### src/rtl/dga_pkg.sv
package dga_pkg;
  localparam int NSLOT = 5;
  localparam int CLS_W = 3;
  localparam int PTR_W = 3;

  localparam logic [CLS_W-1:0] CLS_INT   = 3'd0;
  localparam logic [CLS_W-1:0] CLS_LSU   = 3'd1;
  localparam logic [CLS_W-1:0] CLS_FPU   = 3'd2;
  localparam logic [CLS_W-1:0] CLS_PAIR  = 3'd3;
  localparam logic [CLS_W-1:0] CLS_BR    = 3'd4;
  localparam logic [CLS_W-1:0] CLS_SOLO  = 3'd5;
  localparam logic [CLS_W-1:0] CLS_FIRST = 3'd6;
  localparam logic [CLS_W-1:0] CLS_MISC  = 3'd7;

  // unit instance bound to a slot position
  function automatic logic slot_inst(int unsigned s);
    return (s == 1) || (s == 2);
  endfunction
endpackage

### src/rtl/dga_fit.sv
module dga_fit
  import dga_pkg::*;
(
  input  logic [PTR_W-1:0] ptr_i,
  input  logic [CLS_W-1:0] cls_i,
  output logic             fits_o,
  output logic [NSLOT-1:0] take_o,
  output logic [PTR_W-1:0] nxt_o
);
  always_comb begin
    fits_o = 1'b0;
    take_o = '0;
    nxt_o  = ptr_i;
    unique case (cls_i)
      CLS_PAIR: begin
        fits_o = ptr_i < 3'd3;
        take_o = 5'b00011 << ptr_i;
        nxt_o  = ptr_i + 3'd2;
      end
      CLS_BR: begin
        fits_o = ptr_i < 3'd5;
        take_o = 5'b10000;
        nxt_o  = 3'd5;
      end
      CLS_SOLO: begin
        fits_o = ptr_i == 3'd0;
        take_o = 5'b01111;
        nxt_o  = 3'd4;
      end
      CLS_FIRST: begin
        fits_o = ptr_i == 3'd0;
        take_o = 5'b00001;
        nxt_o  = 3'd1;
      end
      default: begin
        fits_o = ptr_i < 3'd4;
        take_o = 5'b00001 << ptr_i;
        nxt_o  = ptr_i + 3'd1;
      end
    endcase
  end

  always_comb begin
    if (fits_o) assert_in_order_R2: assert (nxt_o > ptr_i);
  end
endmodule

### src/rtl/dga_slot.sv
module dga_slot
  import dga_pkg::*;
#(
  parameter int TAG_W = 6
) (
  input  logic             clk_i,
  input  logic             rst_ni,
  input  logic             clr_i,
  input  logic             wr_i,
  input  logic [TAG_W-1:0] tag_i,
  input  logic [CLS_W-1:0] cls_i,
  output logic             vld_o,
  output logic [TAG_W-1:0] tag_o,
  output logic [CLS_W-1:0] cls_o
);
  always_ff @(posedge clk_i or negedge rst_ni) begin
    if (!rst_ni) begin
      vld_o <= 1'b0;
      tag_o <= '0;
      cls_o <= '0;
    end else if (wr_i) begin
      vld_o <= 1'b1;
      tag_o <= tag_i;
      cls_o <= cls_i;
    end else if (clr_i) begin
      vld_o <= 1'b0;
      tag_o <= '0;
      cls_o <= '0;
    end
  end
endmodule

### src/rtl/dispatch_group_alloc.sv
module dispatch_group_alloc
  import dga_pkg::*;
#(
  parameter int TAG_W = 6
) (
  input  logic                   clk_i,
  input  logic                   rst_ni,
  input  logic                   op_vld_i,
  output logic                   op_rdy_o,
  input  logic [2:0]             op_cls_i,
  input  logic [TAG_W-1:0]       op_tag_i,
  output logic                   grp_vld_o,
  input  logic                   grp_rdy_i,
  output logic [4:0]             slot_vld_o,
  output logic [5*TAG_W-1:0]     slot_tag_o,
  output logic [14:0]            slot_cls_o,
  output logic [4:0]             slot_inst_o
);
  localparam int TAGS_W = NSLOT * TAG_W;
  localparam int CLSS_W = NSLOT * CLS_W;

  logic [PTR_W-1:0]  ptr_q;
  logic              fits_c, fits_n;
  logic [NSLOT-1:0]  take_c, take_n, take;
  logic [PTR_W-1:0]  nxt_c, nxt_n;
  logic [NSLOT-1:0]  cur_vld;
  logic [TAGS_W-1:0] cur_tag;
  logic [CLSS_W-1:0] cur_cls;
  logic              need_close, can_emit, do_close, acc;

  logic              grp_vld_q;
  logic [NSLOT-1:0]  out_vld_q, out_inst_q, inst_d;
  logic [TAGS_W-1:0] out_tag_q;
  logic [CLSS_W-1:0] out_cls_q;

  dga_fit u_fit_cur (.ptr_i(ptr_q), .cls_i(op_cls_i), .fits_o(fits_c), .take_o(take_c), .nxt_o(nxt_c));
  dga_fit u_fit_new (.ptr_i(3'd0),  .cls_i(op_cls_i), .fits_o(fits_n), .take_o(take_n), .nxt_o(nxt_n));

  assign can_emit   = !grp_vld_q || grp_rdy_i;
  assign need_close = (ptr_q != '0) && !(op_vld_i && fits_c);
  assign op_rdy_o   = !need_close || can_emit;
  assign do_close   = need_close && can_emit;
  assign acc        = op_vld_i && op_rdy_o;
  assign take       = do_close ? take_n : take_c;

  always_ff @(posedge clk_i or negedge rst_ni) begin
    if (!rst_ni)       ptr_q <= '0;
    else if (acc)      ptr_q <= do_close ? nxt_n : nxt_c;
    else if (do_close) ptr_q <= '0;
  end

  for (genvar s = 0; s < NSLOT; s++) begin : g_slot
    dga_slot #(.TAG_W(TAG_W)) u_slot (
      .clk_i (clk_i),
      .rst_ni(rst_ni),
      .clr_i (do_close),
      .wr_i  (acc && take[s]),
      .tag_i (op_tag_i),
      .cls_i (op_cls_i),
      .vld_o (cur_vld[s]),
      .tag_o (cur_tag[s*TAG_W +: TAG_W]),
      .cls_o (cur_cls[s*CLS_W +: CLS_W])
    );
    assign inst_d[s] = cur_vld[s] && slot_inst(s);
  end

  always_ff @(posedge clk_i or negedge rst_ni) begin
    if (!rst_ni) begin
      grp_vld_q  <= 1'b0;
      out_vld_q  <= '0;
      out_tag_q  <= '0;
      out_cls_q  <= '0;
      out_inst_q <= '0;
    end else if (can_emit) begin
      grp_vld_q  <= do_close;
      out_vld_q  <= do_close ? cur_vld : '0;
      out_tag_q  <= do_close ? cur_tag : '0;
      out_cls_q  <= do_close ? cur_cls : '0;
      out_inst_q <= do_close ? inst_d  : '0;
    end
  end

  assign grp_vld_o   = grp_vld_q;
  assign slot_vld_o  = out_vld_q;
  assign slot_tag_o  = out_tag_q;
  assign slot_cls_o  = out_cls_q;
  assign slot_inst_o = out_inst_q;

  assert_stall_hold_R11: assert property (@(posedge clk_i) disable iff (!rst_ni)
    grp_vld_o && !grp_rdy_i |=> grp_vld_o && $stable(slot_vld_o) && $stable(slot_tag_o) && $stable(slot_cls_o));
  assert_rdy_low_only_stalled_R11: assert property (@(posedge clk_i) disable iff (!rst_ni)
    !op_rdy_o |-> grp_vld_o && !grp_rdy_i);
  assert_empty_group_R12: assert property (@(posedge clk_i) disable iff (!rst_ni)
    !grp_vld_o |-> slot_vld_o == '0);
  assert_solo_full_R7: assert property (@(posedge clk_i) disable iff (!rst_ni)
    slot_vld_o[0] && slot_cls_o[2:0] == CLS_SOLO |-> slot_vld_o[3:0] == 4'hf
      && slot_tag_o[TAG_W +: TAG_W] == slot_tag_o[0 +: TAG_W]);
  assert_last_slot_branch_R3: assert property (@(posedge clk_i) disable iff (!rst_ni)
    slot_vld_o[4] |-> slot_cls_o[14:12] == CLS_BR);

  for (genvar s = 0; s < NSLOT; s++) begin : g_chk
    if (s < NSLOT - 1) begin : g_br
      assert_branch_last_R6: assert property (@(posedge clk_i) disable iff (!rst_ni)
        slot_vld_o[s] |-> slot_cls_o[s*CLS_W +: CLS_W] != CLS_BR);
    end
    if (s > 0) begin : g_first
      assert_first_slot_R8: assert property (@(posedge clk_i) disable iff (!rst_ni)
        slot_vld_o[s] |-> slot_cls_o[s*CLS_W +: CLS_W] != CLS_FIRST);
    end
  end
endmodule

### config.mk
export PLATFORM = sky130hd
export DESIGN_NAME = dispatch_group_alloc
export DESIGN_NICKNAME = d
export VERILOG_FILES = /design/src/rtl/dga_pkg.sv /design/src/rtl/dga_fit.sv /design/src/rtl/dga_slot.sv /design/src/rtl/dispatch_group_alloc.sv
export SDC_FILE = /design/constraint.sdc
export NUM_CORES = 1
export LEC_CHECK = 0
export BUFFER_PORTS_ARGS = -buffer_cell sky130_fd_sc_hd__buf_2
export CAP_MARGIN = 40
export CORE_MARGIN = 2
export CORE_UTILIZATION = 50
export CTS_BUF_LIST = sky130_fd_sc_hd__clkbuf_2 sky130_fd_sc_hd__clkbuf_4 sky130_fd_sc_hd__clkbuf_8
export DETAILED_ROUTE_END_ITERATION = 10
export HOLD_SLACK_MARGIN = 0.15
export PLACE_DENSITY_LB_ADDON = 0.1
export SYNTH_ARGS = -nofsm -noshare
export SYNTH_HDL_FRONTEND = slang
export SYNTH_SLANG_ARGS = --single-unit
### constraint.sdc
create_clock -name clk_i -period 2.8 [get_ports clk_i]
set_clock_uncertainty 0.05 [all_clocks]
set_input_delay 0.14 -clock clk_i [delete_from_list [all_inputs] [get_ports clk_i]]
set_output_delay 0.14 -clock clk_i [all_outputs]
set_load 0.05 [all_outputs]
==> results of run 1 <==
## kinds of logic (layout without fill, tap and decap cells)
kind of cell               after synthesis  count (layout)  synth area share, %
AOI/OAI and AO/OA                      139             139                 24.6
adders and majority gates                5               5                 1.42
and+or+nand+nor                        100             100                 10.1
xor gates and xnor gates                 2               2                0.398
buffers and inverters                   36             118                 4.06
other                                    1               3               0.0852
muxes                                    1               1                0.227
DFF                                    104             104                 59.1
## metrics by stage
step,util (%),instance area (µm²),power (mW)
CTS,60.3,5210,6.19
global placement,56.7,4900,5.18
floorplan,-,4410,4.41
finish,60.3,5210,6.16
global route,60.3,5210,6.50
detailed placement,56.7,4900,5.22
## registers in the layout (all words and copies together) (netlist names)
| name | count |
|---|---|
| grp_vld_o | 1 |
| slot_tag_o | 30 |
| slot_cls_o | 15 |
| ptr_q | 3 |
| g_slot.u_slot.vld_o | 5 |
| g_slot.u_slot.tag_o | 30 |
| slot_vld_o | 5 |
| g_slot.u_slot.cls_o | 15 |
## cells in the final DEF (no fill, tap or decap), types with 2 or more instances in the layout
cell           netlist  routed
a21o_1               6       5
a21oi_1              9       8
a21oi_4              1       2
a22o_1              64      64
a311o_1              2       2
and2_1               3       3
buf_2                7      65
buf_4                5      23
clkbuf_8             0       9
clkinvlp_4           0       2
conb_1               1       3
dfrtp_1            104     104
dlygate4sd3_1        0      10
ha_1                 5       5
inv_1                4       4
nand2_1             67      67
nand2b_1             3       3
nand3_1              6       6
nor2_1               5       5
nor2b_1              3       2
nor3_1               3       3
o21ai_0             38      38
o22ai_2              2       2
o31ai_1              3       3
or3_1                2       2
## power by group through the flow
| stage | combinational, mW | sequential, mW | clock, mW |
|---|---|---|---|
| after floorplan | 1.25 | 3.17 | 0 |
| after global placement | 2.80 | 2.38 | 0 |
| after detailed placement | 2.82 | 2.40 | 0 |
| after CTS | 2.84 | 2.37 | 0.985 |
| after global routing | 3.03 | 2.43 | 1.04 |
| final | 2.83 | 2.37 | 0.960 |
## cells in the mapped netlist (3+ instances only)
master,n
o21ai_0,38
a22o_1,64
inv_1,4
nor2b_1,3
dfrtp_1,104
o31ai_1,3
buf_2,7
nand2_1,67
buf_1,5
buf_4,5
a21oi_1,9
a21o_1,6
nand2b_1,3
clkbuf_1,12
nand3_1,6
and2_1,3
ha_1,5
nor3_1,3
nor2_1,5
## worst paths after layout
check / depth (start not counted) / endpoint / slack [ps] / startpoint
max: 9 / g_slot[2].u_slot.tag_o[3]$_DFFE_PN0P_ / 310 / ptr_q[1]$_DFFE_PN0P_
min: 3 / grp_vld_o$_DFFE_PN0N_ / 200 / grp_rdy_i
max reg2reg: 9 / g_slot[2].u_slot.tag_o[3]$_DFFE_PN0P_ / 310 / ptr_q[1]$_DFFE_PN0P_
min reg2reg: 1 / slot_cls_o[8]$_DFFE_PN0N_ / 440 / g_slot[2].u_slot.cls_o[2]$_DFFE_PN0P_
max in group asynchronous: 3 / slot_tag_o[19]$_DFFE_PN0N_ / 1630 / rst_ni
min in group asynchronous: 2 / slot_cls_o[9]$_DFFE_PN0N_ / 280 / rst_ni
## final cells by class
type | instances | area share [%]
multi-input cells | 250 | 31.7
clock buffers | 10 | 2.52
inverters | 4 | 0.288
repair buffers | 98 | 11.5
flip-flops and latches | 104 | 50.0
well taps | 108 | 2.59
clock inverters | 6 | 1.51
## layer usage
metal  track usage [%]  vias to the layer above  wire length [µm]  part of all wire (%)
met2              36.1                       80              4960                    48
met4              6.09                        0                87                  0.84
met3              3.79                        7               392                   3.8
li1                  -                     1555                 -                     -
met1              32.6                     1668              4900                    47
met5                 0                        -                 0                     0
## tightest hold or removal path, delay by kind of cell
| kind | cells | cell delay, ps |
|---|---|---|
| buffers and inverters | 1 | 110 |
| AND/OR/NAND/NOR | 2 | 330 |
## repair_timing
item | in CTS | in global routing
hold endpoints to repair | 85 | 0
hold buffers | 10 | 0
gates resized for setup | 0 | 0
setup endpoints to repair | 0 | 0
==> summary.md, run 1 <==
| Metric | Value |
|---|---|
| Critical path arrival | 2670 ps |
| Yosys top cell by area | dfrtp_1 |
| Vias | 3,310 |
| Fill count | 751 |
| Clock Latency Late Sink | 360 ps |
| Critical Path Sink Type | register |
| DRC violations left | 0 |
| Power share of the clock group | 15.6% |
| CTS sink cnt | 104 |
| First-pass DRT Iterations | 4 |
| Synth top area share | 59.1% |
| Overall routed net length | 10,300 µm |
| Vias in the first global route | 3,283 |
| First-pass GRT wire length | 17,300 µm |
| Antenna-violating nets left | 0 |
| Peak Freq | 402 MHz |
| Largest cells by area after synthesis | dfrtp_1, a22o_1, nand2_1 |
| Die ar. | 9570 µm² |
| Pins Over Slew Limit | 0 |
| Grt total ovfl | 0 |
| Pint | 3.29 mW |
| Lkg Pwr | 2.60 nW |
| Vias per cell | 5.71 |
| Dominant synthesized flop cell | dfrtp_1 |
| CTS Buf Count | 9 |
| H-tree depth | 3 |
| HPWL Detailed | 7180 µm |
| Number of synthesized flops with an enable pin | 0 |
| CP Class | reg -> reg |
| Placed insts | 554 |
| Async SR Flop Fraction | 100% |
| Sequential cell area | 2600 µm² |
| Register share of total power | 38.5% |
| Yosys cell types | 51 |
| Final Wtd Congestion | 0.948 |
| Worst slack at placement | 345 ps |
| Mean Syn Cell Area | 11.3 µm² |
| CTS tree | built |
| CP delay by family, top | compound AO/OA/AOI/OAI gates |
| Wire per inst | 17.8 µm |
| CTS clk-pin slew, worst paths | 100 ps |
| ANT cells | 0 |
| DRT iter0 DRCs | 177 |
| Crit path time final | 2490 ps |
| Seq cells post-synth | 104 |
| Die Wd | 97.8 µm |
| IO Pins | 70 |
| WHS | 199 ps |
| Final std cells w/o fill | 580 |
| Antenna violations before repair | 0 |
| Nets@finish | 485 |
| Tot GR Track Use | 22.7% |
| Sequential area share after synthesis | 59.1% |
| Core Area | 8640 µm² |
| Synth Warn # | 0 |
| Clock root cell | clkbuf_8 |
| Area occupied by multi-input gates | 1650 µm² |
| CP bufs+invs | 2 |
| Startpoint Class | register |
| Fin Setup TNS | 0 ps |
| MaxCap Viol Count | 0 |
| Net Sw Frac | 46.5% |
| CTS max path bufs | 2 |
| Crit share post-route | 88.9% |
| Gate power share | 46.0% |
| Post-CTS Setup Bufs | 0 |
| Pin count of the biggest net entering global routing | 50 |
| Req. time, crit path | 2980 ps |
| Power Dens Cells | 1180 nW/µm² |
| Port-buffer cells | 66 |
| Crit path cell chain | inv_1, ha_1, a21oi_1, and2_1, o41ai_4, o22ai_2, buf_4, nand2_1, o21ai_0 |
| Cell area after synthesis | 4400 µm² |
| # setup viols final | 0 |
| Slack of the critical path | 310 ps |
| RSZ-0062 raised after global routing | no |
| Psw | 2.86 mW |
| Share of layout cells above drive strength 1 | 24.8% |
| Die height | 97.8 µm |
| Core Rows | 34 |
| Status | complete, no violations |
| Worst Max-Slew Pin Slew | 647 ps |
| Area Overhead vs Synth | 18.3% |
| Slew HR | 56.9% |
| Mapped Cells | 388 |
| Peak VDD IR | 0.000487 V |
| Crit-path max FO | 13 |
| Tightest Hold Check Type | in -> reg |
| Initial Util | 51.0% |
| Final Hold Vio Count | 0 |
| Crit-path slowest cell | o41ai_4 |
| Critical Path Max Stage Delay | 580 ps |
Power figures use the tool's default switching activity.
==> inputs of run 2 (changes only) <==
- CELL_PAD_IN_SITES_DETAIL_PLACEMENT: default -> 0
- CELL_PAD_IN_SITES_GLOBAL_PLACEMENT: default -> 1
- CORE_UTILIZATION: 50 -> 46
==> summary.md, run 2 (synthesized netlist as in run 1, its figures left out) <==
| Metric | Value |
|---|---|
| Worst r2r path cells | 7 |
| Critical Path Max Stage Delay | 710 ps |
| Antenna violations before repair | 0 |
| Fill count | 858 |
| Most frequent cells in the layout | dfrtp_1, nand2_1, buf_2 |
| First-pass DRT Iterations | 5 |
| Pins Over Slew Limit | 0 |
| CP bufs+invs | 2 |
| # setup viols final | 0 |
| Die Wd | 102 µm |
| Lkg Pwr | 2.59 nW |
| Area occupied by multi-input gates | 1650 µm² |
| CTS sink cnt | 104 |
| Crit-path slowest cell | o22ai_2 |
| Share of layout cells above drive strength 1 | 24.7% |
| HPWL Detailed | 6880 µm |
| Die ar. | 10,400 µm² |
| Tot GR Track Use | 21.6% |
| CTS tree | built |
| Final Hold Vio Count | 0 |
| Power Dens Cells | 1170 nW/µm² |
| CTS clk-pin slew, worst paths | 110 ps |
| Overall routed net length | 10,400 µm |
| Final std cells w/o fill | 599 |
| Wire per inst | 17.4 µm |
| Grt total ovfl | 0 |
| CTS max path bufs | 2 |
| ANT cells | 0 |
| Vias per cell | 5.43 |
| IO Pins | 70 |
| Die height | 102 µm |
| Crit-path max FO | 19 |
| Placed cell areas | 4930 µm² |
| Clock Latency Late Sink | 370 ps |
| Util after Layout | 56.3% |
| Vias | 3,252 |
| MaxCap Viol Count | 0 |
| RSZ-0062 raised after global routing | yes |
| Startpoint Class | input port |
| Initial Util | 47.4% |
| CTS Buf Count | 9 |
| Antenna-violating nets left | 0 |
| Req. time, crit path | 2970 ps |
| Critical Path Sink Type | register |
| Core Area | 9280 µm² |
| Port-buffer cells | 66 |
| Sequential cell area | 2600 µm² |
| Tightest Hold Check Type | in -> reg |
| Hold path cells | 4 |
| DRC violations left | 0 |
| Vias in the first global route | 3,161 |
| Placed insts | 573 |
| Final Wtd Congestion | 0.928 |
| DRT iter0 DRCs | 134 |
| First-pass GRT wire length | 17,000 µm |
| Critical path arrival | 2840 ps |
| Crit path cell chain | dlygate4sd3_1, buf_2, and2b_1, a311oi_4, o41ai_4, o22ai_2, o21ai_0 |
| Clock root cell | clkbuf_8 |
| Crit path time final | 2670 ps |
| Final instance area | 5220 µm² |
| CP delay by family, top | compound AO/OA/AOI/OAI gates |
| Peak VDD IR | 0.000546 V |
| Peak Freq | 375 MHz |
| Post-CTS Setup Bufs | 0 |
| Crit path depth | 7 |
| Crit share post-route | 95.3% |
| H-tree depth | 3 |
| Status | complete, no violations |
| Area Overhead vs Synth | 18.6% |
| Pin count of the biggest net entering global routing | 56 |
| Fin Setup TNS | 0 ps |
| Worst Max-Slew Pin Slew | 821 ps |
| Slew HR | 45.2% |
| Core Rows | 35 |
| CP Class | in -> reg |
| Commonest non-fill, non-tap cell in the layout | dfrtp_1 |
| Nets@finish | 483 |
run 2: path summary, 6_finish.rpt:
kind | from | to | slack, ps
min in group asynchronous | rst_ni | slot_cls_o[10]$_DFFE_PN0N_ | 270
max in group asynchronous | rst_ni | g_slot[4].u_slot.tag_o[1]$_DFFE_PN0P_ | 1710
hold reg to reg | g_slot[3].u_slot.vld_o$_DFFE_PN0P_ | g_slot[3].u_slot.vld_o$_DFFE_PN0P_ | 440
setup reg to reg | ptr_q[1]$_DFFE_PN0P_ | g_slot[3].u_slot.tag_o[1]$_DFFE_PN0P_ | 170
setup / recovery | op_cls_i[2] | g_slot[3].u_slot.tag_o[1]$_DFFE_PN0P_ | 130
hold / removal | op_vld_i | grp_vld_o$_DFFE_PN0N_ | 180
run 2: worst min-delay path, delay by kind of cell:
kind | cells | cell delay, ps
AO/OA/AOI/OAI | 1 | 140
buffers and inverters | 1 | 170
AND/OR/NAND/NOR | 2 | 120
run 2: layout make-up:
type / count / share of cell area (%)
Clock inverter: 7 / 1.27
Tap cell: 129 / 3.09
Clock buffer: 9 / 2.37
Multi-Input combinational cell: 250 / 31.5
Inverter: 4 / 0.287
Sequential cell: 104 / 49.8
Timing Repair Buffer: 96 / 11.6
run 2: through the flow:
stage	worst slack [ps]	hold slack (ps)	power, mW
3_5_place_dp	186	154	5.24
4_1_cts	154	153	6.16
3_3_place_gp	283	152	5.21
6_report	131	180	6.11
2_1_floorplan	476	-206	4.41
5_1_grt	-71.3	180	6.52
run 2: timing repair:
item / in CTS / in global routing
hold endpoints to repair: 88 / 0
hold buffers: 10 / 0
gates resized for setup: 0 / 1
endpoints found under the setup margin: 0 / 14
run 2: power by group:
part	internal (mW)	total (mW)	switching, mW
Sequential	2.02	2.33	0.309
Clock	0.342	0.900	0.558
Combinational	0.860	2.88	2.02
Total	3.22	6.11	2.89
run 2: metal layers:
layer / GRT usage [%] / wire length [µm] / vias up
met2: 32.6 / 4820 / 88
met3: 3.90 / 486 / 9
li1: - / - / 1551
met5: 0 / 0 / -
met1: 32.5 / 5010 / 1604
met4: 5.74 / 112 / 0
==> inputs of run 3 (changes only) <==
- CORE_ASPECT_RATIO: default -> 1.75
- CORE_UTILIZATION: 46 -> 50
- clock period: 2.8 -> 3.45 ns (I/O delays scaled with it)
==> summary.md, run 3 (synthesized netlist as in run 1, its figures left out) <==
| Metric | Value |
|---|---|
| Die ar. | 9600 µm² |
| Pins Over Slew Limit | 0 |
| CTS tree | built |
| Core Rows | 45 |
| CTS clk-pin slew, worst paths | 90 ps |
| Initial Util | 51.1% |
| Tightest Hold Check Type | in -> reg |
| Startpoint Class | register |
| First-pass DRT Iterations | 4 |
| Detail Route met2 WL | 5700 µm |
| Crit-path max FO | 12 |
| Most frequent cells in the layout | dfrtp_1, nand2_1, buf_2 |
| Post-CTS Setup Bufs | 0 |
| Peak Freq | 336 MHz |
| Peak VDD IR | 0.000496 V |
| CTS max path bufs | 2 |
| DRT iter0 DRCs | 204 |
| Core Area | 8610 µm² |
| Top Metal Used | met4 |
| Final instance area | 5140 µm² |
| Worst Max-Slew Pin Slew | 758 ps |
| Status | complete, no violations |
| Pwr Total | 5.00 mW |
| MaxCap Viol Count | 0 |
| Slack of the critical path | 472 ps |
| Clock Latency Late Sink | 370 ps |
| Fin Setup TNS | 0 ps |
| Pint | 2.68 mW |
| Critical path arrival | 3240 ps |
| H-tree depth | 3 |
| Commonest non-fill, non-tap cell in the layout | dfrtp_1 |
| Port-buffer cells | 66 |
| Final std cells w/o fill | 575 |
| Worst slack at placement | 530 ps |
| Antenna-violating nets left | 0 |
| Vias | 3,263 |
| Slew HR | 49.5% |
| Gate power share | 44.6% |
| CTS Buf Count | 9 |
| ANT cells | 0 |
| First-pass GRT wire length | 17,100 µm |
| Critical Path Sink Type | register |
| Die height | 128 µm |
| Nets@finish | 471 |
| Lkg Pwr | 2.54 nW |
| Overall routed net length | 10,800 µm |
| CP Class | reg -> reg |
| Register share of total power | 38.7% |
| Antenna violations before repair | 0 |
| Grt total ovfl | 0 |
| Pin count of the biggest net entering global routing | 43 |
| Met3 wire len | 337 µm |
| Fill count | 787 |
| Vias per cell | 5.67 |
| Sequential cell area | 2600 µm² |
| Wire per inst | 18.7 µm |
| Placed insts | 551 |
| Die Wd | 74.9 µm |
| HPWL Detailed | 7620 µm |
| Power share of the clock group | 16.7% |
| Util after Layout | 59.6% |
| IO Pins | 70 |
| Placed cell areas | 4830 µm² |
| CTS sink cnt | 104 |
| Power Dens Cells | 974 nW/µm² |
| Net Sw Frac | 46.4% |
| DRC violations left | 0 |
| Crit share post-route | 86.3% |
| RSZ-0062 raised after global routing | no |
| Share of layout cells above drive strength 1 | 22.9% |
| Area occupied by multi-input gates | 1650 µm² |
| Area Overhead vs Synth | 16.7% |
| Tot GR Track Use | 24.1% |
| Psw | 2.32 mW |
| Clock root cell | clkbuf_8 |
| Final Hold Vio Count | 0 |
| Met1 WL | 4490 µm |
| Vias in the first global route | 3,205 |
| Crit path time final | 2980 ps |
| Post-CTS sizing | 0 |
| WHS | 169 ps |
| Req. time, crit path | 3710 ps |
| Final Wtd Congestion | 0.866 |
| # setup viols final | 0 |
==> run 3: cell types whose count changed in the layout (fill, tap and decap cells not counted), sizes merged <==
cell         before  now
buf              86   76
clkinv            4    0
inv               6    5
bufinv            0    2
clkinvlp          1    3
clkbuf            9   10
dlygate4sd3      10    8
==> run 3: area by class of cell <==
class,instances,share of cell area (%)
Timing Repair Buffer,84,9.74
Multi-Input combinational cell,250,32.1
Clock inverter,6,1.78
Inverter,4,0.292
Clock buffer,10,2.56
Sequential cell,104,50.7
Tap cell,117,2.85
==> run 3: worst paths after layout <==
| check | from | end | slack [ps] | cells past startpoint |
|---|---|---|---|---|
| min in group asynchronous | rst_ni | slot_tag_o[4]$_DFFE_PN0N_ | 260 | 2 |
| setup reg to reg | ptr_q[1]$_DFFE_PN0P_ | g_slot[1].u_slot.tag_o[0]$_DFFE_PN0P_ | 470 | 8 |
| max in group asynchronous | rst_ni | g_slot[2].u_slot.tag_o[4]$_DFFE_PN0P_ | 2490 | 3 |
| hold / removal | op_cls_i[0] | g_slot[2].u_slot.cls_o[0]$_DFFE_PN0P_ | 170 | 3 |
| hold reg to reg | g_slot[0].u_slot.vld_o$_DFFE_PN0P_ | g_slot[0].u_slot.vld_o$_DFFE_PN0P_ | 440 | 1 |
| setup / recovery | ptr_q[1]$_DFFE_PN0P_ | g_slot[1].u_slot.tag_o[0]$_DFFE_PN0P_ | 470 | 8 |
==> run 3: per-layer routing <==
metal	vias to the layer above	global-route usage (%)
met3	21	4.72
li1	1525	-
met1	1639	30.3
met4	0	9.77
met5	-	0
met2	78	39.9
==> run 3: critical path, cell delays in order, from the launching register on <==
cell	delay, ps
dfrtp_1	480
inv_1	180
ha_1	270
nor2b_1	240
a211oi_1	460
a21o_2	420
nand3_1	150
a21oi_2	450
a22o_1	210
==> run 3: power groups by stage <==
stage                     Sequential (mW)  Combinational, mW  Clock [mW]
after CTS                            1.94               2.23       0.858
after global routing                 1.99               2.39       0.911
after floorplan                      2.57               1.01           0
after detailed placement             1.97               2.22           0
final                                1.94               2.23       0.838
after global placement               1.95               2.20           0
==> run 3: timing repair <==
| action | 4_1_cts | 5_1_grt |
|---|---|---|
| endpoints found under the hold margin | 113 | 0 |
| hold buffers | 8 | 0 |
| setup endpoints to repair | 0 | 0 |
